File: src/rtl/irq_pair_pkg.sv
package irq_pair_pkg;
   localparam int N_SRC  = 2;
   localparam int SRC_AS = 0;
   localparam int SRC_SP = 1;
endpackage

File: src/rtl/irq_pend_slot.sv
module irq_pend_slot (
   input  logic clk,
   input  logic rst_n,
   input  logic set_i,
   input  logic clr_i,
   output logic pend_o
);
   always_ff @(posedge clk or negedge rst_n) begin
      if (!rst_n)     pend_o <= 1'b0;
      else if (set_i) pend_o <= 1'b1;
      else if (clr_i) pend_o <= 1'b0;
   end

   p_set_r1: assert property (@(posedge clk) disable iff (!rst_n)
      set_i |=> pend_o);
   p_clear_r1: assert property (@(posedge clk) disable iff (!rst_n)
      (clr_i && !set_i) |=> !pend_o);
   p_hold_r10: assert property (@(posedge clk) disable iff (!rst_n)
      (!set_i && !clr_i) |=> $stable(pend_o));
endmodule

File: src/rtl/irq_level_pick.sv
module irq_level_pick #(
   parameter int LVL_W = 3
) (
   input  logic             clk,
   input  logic             rst_n,
   input  logic [1:0]       pend,
   input  logic [LVL_W-1:0] lvl_sp,
   input  logic [LVL_W-1:0] lvl_as,
   input  logic [LVL_W-1:0] cpu_mask,
   output logic [LVL_W-1:0] irq_level,
   output logic             win_sp
);
   import irq_pair_pkg::*;

   logic elig_sp, elig_as;

   always_comb begin
      elig_sp = pend[SRC_SP] && (lvl_sp != '0) && (lvl_sp > cpu_mask);
      elig_as = pend[SRC_AS] && (lvl_as != '0) && (lvl_as > cpu_mask);
      win_sp  = elig_sp && (!elig_as || (lvl_sp >= lvl_as));
      if (win_sp)       irq_level = lvl_sp;
      else if (elig_as) irq_level = lvl_as;
      else              irq_level = '0;
   end

   p_above_mask_r3: assert property (@(posedge clk) disable iff (!rst_n)
      (irq_level != '0) |-> (irq_level > cpu_mask));
   p_tie_sp_r5: assert property (@(posedge clk) disable iff (!rst_n)
      (pend[SRC_SP] && irq_level != '0 && lvl_sp == irq_level) |-> win_sp);
   p_zero_lvl_r2: assert property (@(posedge clk) disable iff (!rst_n)
      (lvl_sp == '0 && lvl_as == '0) |-> (irq_level == '0));
endmodule

File: src/rtl/irq_ack_resp.sv
module irq_ack_resp #(
   parameter int LVL_W  = 3,
   parameter int VEC_W  = 8,
   parameter int ID_W   = 4,
   parameter int ADDR_W = 32
) (
   input  logic              clk,
   input  logic              rst_n,
   input  logic [LVL_W-1:0]  irq_level,
   input  logic              win_sp,
   input  logic              iack,
   input  logic [LVL_W-1:0]  iack_level,
   input  logic [ID_W-1:0]   arb_id,
   input  logic [ID_W-1:0]   rival_id,
   input  logic [VEC_W-1:0]  vec_base,
   input  logic [ADDR_W-1:0] vbr,
   output logic              resp,
   output logic [VEC_W-1:0]  vec_out,
   output logic [ADDR_W-1:0] vec_addr
);
   localparam logic [VEC_W-1:0] LSB_MASK = VEC_W'(1);

   logic [VEC_W-1:0]  vec_num;
   logic [ADDR_W-1:0] offset;

   always_comb begin
      vec_num = (vec_base & ~LSB_MASK) | (win_sp ? LSB_MASK : '0);
      offset  = ADDR_W'(vec_num) << 2;
      resp    = iack && (irq_level != '0) && (iack_level == irq_level)
                && (arb_id != '0) && (arb_id > rival_id);
      vec_out  = resp ? vec_num : '0;
      vec_addr = resp ? (vbr + offset) : '0;
   end

   p_zero_id_r8: assert property (@(posedge clk) disable iff (!rst_n)
      (arb_id == '0) |-> !resp);
   p_base_bits_r6: assert property (@(posedge clk) disable iff (!rst_n)
      resp |-> (vec_out[VEC_W-1:1] == vec_base[VEC_W-1:1]));
   p_quiet_r7: assert property (@(posedge clk) disable iff (!rst_n)
      !resp |-> (vec_out == '0 && vec_addr == '0));
   p_needs_ack_r7: assert property (@(posedge clk) disable iff (!rst_n)
      resp |-> (iack && arb_id > rival_id));
endmodule

File: src/rtl/irq_pair_arbiter.sv
module irq_pair_arbiter #(
   parameter int LVL_W  = 3,
   parameter int VEC_W  = 8,
   parameter int ID_W   = 4,
   parameter int ADDR_W = 32
) (
   input  logic              clk,
   input  logic              rst_n,
   input  logic [LVL_W-1:0]  lvl_sp,
   input  logic [LVL_W-1:0]  lvl_as,
   input  logic [VEC_W-1:0]  vec_base,
   input  logic [ID_W-1:0]   arb_id,
   input  logic [ADDR_W-1:0] vbr,
   input  logic              set_sp,
   input  logic              set_as,
   input  logic              clr_sp,
   input  logic              clr_as,
   input  logic [LVL_W-1:0]  cpu_mask,
   input  logic              iack,
   input  logic [LVL_W-1:0]  iack_level,
   input  logic [ID_W-1:0]   rival_id,
   output logic [LVL_W-1:0]  irq_level,
   output logic              resp,
   output logic [VEC_W-1:0]  vec_out,
   output logic [ADDR_W-1:0] vec_addr
);
   import irq_pair_pkg::*;

   generate
      if (LVL_W < 1) begin : g_bad_lvl
         $error("LVL_W must be at least 1");
      end
      if (VEC_W < 2) begin : g_bad_vec
         $error("VEC_W must be at least 2");
      end
      if (ID_W < 1) begin : g_bad_id
         $error("ID_W must be at least 1");
      end
      if (ADDR_W < VEC_W + 2) begin : g_bad_addr
         $error("ADDR_W must hold the scaled vector");
      end
   endgenerate

   logic [N_SRC-1:0] set_v, clr_v, pend_v;
   logic             win_sp;

   assign set_v = {set_sp, set_as};
   assign clr_v = {clr_sp, clr_as};

   generate
      for (genvar s = 0; s < N_SRC; s++) begin : g_slot
         irq_pend_slot u_slot (
            .clk    (clk),
            .rst_n  (rst_n),
            .set_i  (set_v[s]),
            .clr_i  (clr_v[s]),
            .pend_o (pend_v[s])
         );
      end
   endgenerate

   irq_level_pick #(.LVL_W(LVL_W)) u_pick (
      .clk       (clk),
      .rst_n     (rst_n),
      .pend      (pend_v),
      .lvl_sp    (lvl_sp),
      .lvl_as    (lvl_as),
      .cpu_mask  (cpu_mask),
      .irq_level (irq_level),
      .win_sp    (win_sp)
   );

   irq_ack_resp #(.LVL_W(LVL_W), .VEC_W(VEC_W), .ID_W(ID_W), .ADDR_W(ADDR_W)) u_ack (
      .clk        (clk),
      .rst_n      (rst_n),
      .irq_level  (irq_level),
      .win_sp     (win_sp),
      .iack       (iack),
      .iack_level (iack_level),
      .arb_id     (arb_id),
      .rival_id   (rival_id),
      .vec_base   (vec_base),
      .vbr        (vbr),
      .resp       (resp),
      .vec_out    (vec_out),
      .vec_addr   (vec_addr)
   );

   p_lower_waits_r4: assert property (@(posedge clk) disable iff (!rst_n)
      (pend_v[SRC_SP] && pend_v[SRC_AS] && lvl_sp > cpu_mask && lvl_as > cpu_mask)
      |-> (irq_level == ((lvl_sp >= lvl_as) ? lvl_sp : lvl_as)));
endmodule

File: config.mk
export PLATFORM = sky130hd
export DESIGN_NAME = irq_pair_arbiter
export DESIGN_NICKNAME = d
export VERILOG_FILES = /design/src/rtl/irq_pair_pkg.sv /design/src/rtl/irq_pend_slot.sv /design/src/rtl/irq_level_pick.sv /design/src/rtl/irq_ack_resp.sv /design/src/rtl/irq_pair_arbiter.sv
export SDC_FILE = /design/constraint.sdc
export NUM_CORES = 1
export LEC_CHECK = 0
export ABC_AREA = 0
export BUFFER_PORTS_ARGS = -buffer_cell sky130_fd_sc_hd__clkbuf_2
export CAP_MARGIN = 20
export CORE_MARGIN = 5
export CORE_UTILIZATION = 39
export DETAILED_ROUTE_END_ITERATION = 6
export GPL_TIMING_DRIVEN = 0
export PLACE_DENSITY = 0.81
export SYNTH_ARGS = -nofsm -noshare
export SYNTH_HDL_FRONTEND = slang
export SYNTH_SLANG_ARGS = --single-unit
File: constraint.sdc
create_clock -name clk -period 3.5 [get_ports clk]
set_clock_uncertainty 0.15 [all_clocks]
set_input_delay 0.175 -clock clk [delete_from_list [all_inputs] [get_ports clk]]
set_output_delay 0.175 -clock clk [all_outputs]
set_load 0.1 [all_outputs]
==> reports/results.ini, run 1 <==
[synthesis]
synth-seq-cells = 2
synthesis.nets = 329
avgSynthCellArea_sq_um = 6.88
synth-main-ff-cell = dfrtp_1
synth.distinct_cells = 52
ys_seq_area_frac = 0.0303
netlist_area_sq_mm = 0.00165
ys_warn_count = 0
syn_inst = 240
synth-async-reset-ratio = 1.00
synth_edf_count = 0

[cells_and_area]
largestRegisters = g_slot.u_slot.pend_o (2)
seq_area_sq_um = 50.0
drive_gt1_frac = 0.590
largest_register_ffs = 2
fillers = 243
top_register = g_slot.u_slot.pend_o
diodes = 0
area_growth_pct = 107
multi_input_area_sq_mm = 0.00207
final_nets = 464

[sta]
hold_viol_final = 0
finalCritPeriodShare = 1.15
worst_slack_ns = -0.521
whs_ns = 0.0162
fin_crit_ns = 4.02
drv_slew = 0
max_clock_freq_mhz = 249
tightest_slew_ns = 0.734
setup-tns-final_ns = -4.51
rsz0062_at_grt = yes
setup_violations = 12
relSlewSlack = 0.508

[critical_path]
worst_setup_path_end_kind = output pin
critPathSlowestCell = or3_4
critical_path_class = reg2out
crit_buf_inv = 3
critPathTopFamily = simple AND/OR/NAND/NOR gates
required_ns = 3.17
cp-start-kind = flip-flop
worstPathArrival_ns = 3.70
critPathMaxFanout = 3
critPathMaxStageDelay_ns = 0.40
worstPathCellList = o31ai_1, a31oi_2, and2_4, o21a_4, ha_4, inv_2, fa_2, and2b_2, o31a_1, o41a_1, nor2_4, buf_6, or3_4, xor2_4, nor3_4, clkbuf_16

[place]
gp_congestion = 0.847
io_buffers = 109
place_hpwl_microns = 4980
dp_slack_ns = -0.860

[global_route]
grt_overflow = 0
grt_max_degree = 11
antenna_found_initial = 0
grtUsageTotal = 0.262
first_global_vias = 2497
grt_pass1_wl_microns = 11400

[route]
drc = 0
first_pass_iters = 4
vias = 2518
wirelength_microns = 8400
postRouteAntennaNets = 0
vias_per_cell = 5.95
first_iter_violations = 131
wl_per_cell_microns = 19.8

[clock_tree]
clockRootBuffer = clkbuf_8
cts_sinks = 2
clk_pin_slew_ns = 0.03
cts_tree = yes
cts.htree.levels = 1
cts_buffer_depth = 2
numCtsBuffers = 3
clock_latency_ns = 0.21

[flow_run]
drv_cap = 0

[floorplanning]
boundaryPins = 111
floorplan.initialDensity = 0.407
core-area_sq_mm = 0.00406
dieArea_sq_mm = 0.00564
rows = 23
dieWidth_microns = 75.1
chipHeight_microns = 75.1

[power_and_ir_drop]
ir_drop_uv = 298
power.density_mw_per_mm2 = 188
leakage_nw = 1.56

[hold_path]
min_path_type = in2reg

[run_status]
violations = setup timing
outcome = finished with violations

## repair_timing
action / 4_1_cts / 5_1_grt
resized for setup: 68 / 41
hold endpoints to repair: 3 / 0
pin swaps: 20 / 10
buffers inserted: 13 / 6
hold buffers: 2 / 0
endpoints found under the setup margin: 24 / 25
## synth_stat cells (2+ instances only)
library cell | n | share of area
nand2_1 | 12 | 0.027
buf_2 | 7 | 0.021
nor3b_1 | 3 | 0.014
o21ai_0 | 4 | 0.012
dfrtp_1 | 2 | 0.030
and3_1 | 4 | 0.015
a31oi_1 | 2 | 0.0076
nand2b_1 | 2 | 0.0076
inv_1 | 20 | 0.045
ha_1 | 21 | 0.16
o211ai_1 | 5 | 0.023
xnor2_1 | 12 | 0.064
and2_1 | 2 | 0.0076
and4_1 | 3 | 0.016
a21o_1 | 4 | 0.018
xor2_1 | 14 | 0.074
nor3_1 | 32 | 0.097
nor2_1 | 20 | 0.045
a21oi_1 | 10 | 0.030
o31ai_1 | 2 | 0.0091
nand4_1 | 9 | 0.034
nand3_1 | 17 | 0.052
nor2b_1 | 4 | 0.015
## placed cells by master (no fill, tap or decap), types with 3 or more instances in the layout
cell type / Yosys / routed
and3_1: 4 / 3
nand2_1: 12 / 12
xnor2_1: 12 / 7
a21o_1: 4 / 4
buf_2: 7 / 8
buf_6: 1 / 6
nand3_1: 17 / 17
xor2_1: 14 / 12
clkbuf_8: 0 / 5
buf_4: 1 / 17
nor2_1: 20 / 17
nor2b_1: 4 / 3
ha_1: 21 / 14
nor3_4: 0 / 20
ha_4: 0 / 7
nor3_1: 32 / 3
a21oi_1: 10 / 9
nand4_1: 9 / 9
clkbuf_2: 0 / 83
o211ai_1: 5 / 5
clkbuf_4: 0 / 6
and4_1: 3 / 3
nor2_4: 0 / 3
nor3_2: 0 / 9
clkbuf_16: 0 / 14
inv_2: 0 / 4
xnor2_2: 0 / 5
inv_1: 20 / 14
## routing by layer
metal	up-vias	routed length, microns	share of wire	track usage
met2	141	4540	0.54	0.500
met4	0	417	0.050	0.119
met3	42	561	0.067	0.0374
li1	1151	-	-	-
met5	-	0	0	0
met1	1184	2870	0.34	0.280
## where the power goes
group	switching, mW	internal, mW	total [mW]
registers	0.00117	0.0249	0.0261
clock network	0.0231	0.0732	0.0963
logic	0.327	0.193	0.520
## through the flow
stage	power, mW	instance area [sq um]	util	std cells
finish	0.643	3430	0.844	423
global route	0.674	3430	0.844	423
CTS	0.584	3240	0.798	417
detailed placement	0.430	2660	0.655	399
global placement	0.422	2660	0.655	399
floorplan	0.324	2050	-	240
## layout make-up
class                   count  area share
flip-flops and latches      2      0.0146
plain buffers               9      0.0157
inverters                  20      0.0256
clock buffers               3      0.0121
well taps                  50      0.0183
multi-input cells         209       0.604
repair buffers            130       0.309
## worst paths after layout
| check | from | to | slack (ns) | depth (start not counted) |
|---|---|---|---|---|
| max | g_slot[1].u_slot.pend_o | vec_addr[22] | -0.52 | 16 |
| min | set_as | g_slot[0].u_slot.pend_o | 0.02 | 2 |
| max reg2reg | g_slot[0].u_slot.pend_o | g_slot[0].u_slot.pend_o | 2.67 | 1 |
| min reg2reg | g_slot[0].u_slot.pend_o | g_slot[0].u_slot.pend_o | 0.36 | 1 |
| max in group asynchronous | rst_n | g_slot[0].u_slot.pend_o | 2.97 | 2 |
| min in group asynchronous | rst_n | g_slot[1].u_slot.pend_o | 0.12 | 2 |
## kinds of logic (layout without fill, tap and decap cells)
family,count (synthesis),after routing,synth area share
AOI/OAI and AO/OA,44,44,0.206
xor gates and xnor gates,26,26,0.138
buffers and inverters,29,162,0.0780
DFF,2,2,0.0303
and+or+nand+nor,117,117,0.377
adders and majority gates,22,22,0.171
No activity file was read; power rests on OpenSTA's default activity.
==> run 2: changes to the inputs <==
Settings changed: PLACE_DENSITY 0.81 to 0.79.
==> run 2 against run 1 <==
  * The run still ends with setup timing left
  * Maximum frequency rose by 6.0%
  * First-iteration DRC count rose by 9.9%
  * Combinational power fell by 3%
  * Non-clock buffer count rose by 4
  * Count of clock-buffer cells in the layout did not move
  * Final cell count rose by 0.95%
  * Via count fell by 4.3%
  * Wire length fell by 9.9%
  * Sequential share of layout area barely moved
  * Flip-flop and latch count did not move
  * Die area did not move
  * Final area fell by 1.6%
==> reports/results.ini, run 2 (same netlist as run 1, synthesis figures left out) <==
[global_route]
first_global_vias = 2401
grt_overflow = 0
grtUsageTotal = 0.253
grt_pass1_wl_microns = 11100
grt_max_degree = 11
antenna_found_initial = 0

[route]
vias = 2410
first_pass_iters = 4
drc = 0
first_iter_violations = 144
wl_per_cell_microns = 17.7
wirelength_microns = 7560
postRouteAntennaNets = 0
vias_per_cell = 5.64

[place]
gp_congestion = 0.829
placed_cells = 399
io_buffers = 109
place_hpwl_microns = 4930

[cells_and_area]
layout.cells.most_common = clkbuf_2
diodes = 0
area_growth_pct = 104
stdcell_count = 427
final_nets = 468
largest_register_ffs = 2
largestRegisters = g_slot.u_slot.pend_o (2)
top_register = g_slot.u_slot.pend_o
final_cell_mix = clkbuf_2 (87), buf_4 (23), nor2_1 (20)
drive_gt1_frac = 0.584

[clock_tree]
clock_latency_ns = 0.22
cts_buffer_depth = 2
cts_tree = yes
cts_sinks = 2
cts.htree.levels = 1
clk_pin_slew_ns = 0.03
numCtsBuffers = 3
clockRootBuffer = clkbuf_8

[power_and_ir_drop]
power.density_mw_per_mm2 = 185
leakage_nw = 1.56
ir_drop_uv = 288
total_power_uw = 624

[sta]
finalCritPeriodShare = 1.08
fin_crit_ns = 3.79
relSlewSlack = 0.569
drv_slew = 0
rsz0062_at_grt = yes
tightest_slew_ns = 0.643
hold_viol_final = 0
setup-tns-final_ns = -2.94
max_clock_freq_mhz = 264
worst_slack_ns = -0.292
setup_violations = 11

[floorplanning]
chipHeight_microns = 75.1
floorplan.initialDensity = 0.407
rows = 23
boundaryPins = 111
dieWidth_microns = 75.1
core-area_sq_mm = 0.00406
dieArea_sq_mm = 0.00564

[critical_path]
critical_path_class = in2out
required_ns = 3.17
worst_setup_path_end_kind = output pin
critPathMaxFanout = 5
worstPathArrival_ns = 3.47
cp-start-kind = primary input

[hold_path]
min_path_type = in2reg

[run_status]
violations = setup timing
outcome = finished with violations

[flow_run]
drv_cap = 0

==> run 2: metrics by stage <==
stage          setup slack [ns]  hold WS [ns]  utilization  cell area (sq um)
2_1_floorplan            -0.549        -0.271            -               2050
3_3_place_gp             -0.836        -0.189        0.655               2660
3_5_place_dp             -0.885        -0.185        0.655               2660
4_1_cts                  -0.260        0.0548        0.796               3230
5_1_grt                  -0.423        0.0849        0.831               3370
6_report                 -0.292        0.0565        0.831               3370
==> run 2: worst paths after layout <==
path / slack [ns] / endpoint / from / cells past startpoint
worst max-delay path: -0.29 / vec_addr[12] / lvl_sp[1] / 17
worst min-delay path: 0.06 / g_slot[0].u_slot.pend_o / clr_as / 3
worst max register to register: 2.58 / g_slot[1].u_slot.pend_o / g_slot[1].u_slot.pend_o / 2
worst min register to register: 0.34 / g_slot[0].u_slot.pend_o / g_slot[0].u_slot.pend_o / 1
max in group asynchronous: 2.96 / g_slot[0].u_slot.pend_o / rst_n / 2
min in group asynchronous: 0.14 / g_slot[1].u_slot.pend_o / rst_n / 2
==> run 2: power by group <==
part / switching (mW) / internal, mW / total [mW]
clock network: 0.0234 / 0.0732 / 0.0966
logic: 0.313 / 0.189 / 0.502
registers: 0.00109 / 0.0249 / 0.0260
total: 0.337 / 0.287 / 0.624
==> run 2: area by class of cell <==
cell class,count,area [sq um]
multi-input combinational,209,2010
timing repair buffer,134,1070
fill,221,686
inverter,20,87.6
tap,50,62.6
buffer,9,53.8
sequential,2,50.0
clock buffer,3,41.3
==> run 2: what timing repair did <==
action | in CTS | in global routing
resized for setup | 64 | 23
hold buffers | 3 | 0
pin swaps | 18 | 6
endpoints found under the hold margin | 4 | 0
buffers inserted | 12 | 10
setup endpoints to repair | 24 | 23
==> run 2: critical path: stages <==
cell,delay [ns]
clkbuf_2,0.14
ha_1,0.32
and3_4,0.18
or2_4,0.25
o21a_4,0.24
ha_4,0.16
inv_2,0.05
fa_2,0.17
and2b_2,0.21
o31a_1,0.25
o41a_1,0.40
nor2_4,0.17
buf_4,0.17
nor2_1,0.06
xnor2_1,0.15
nor3_4,0.16
clkbuf_16,0.23
==> run 2: per-layer routing <==
layer	vias up	global-route usage	share of wire	routed length [microns]
met5	-	0	0	0
met4	0	0.0850	0.026	198
met3	21	0.0347	0.070	528
met2	99	0.474	0.54	4110
met1	1135	0.290	0.36	2720
li1	1155	-	-	-
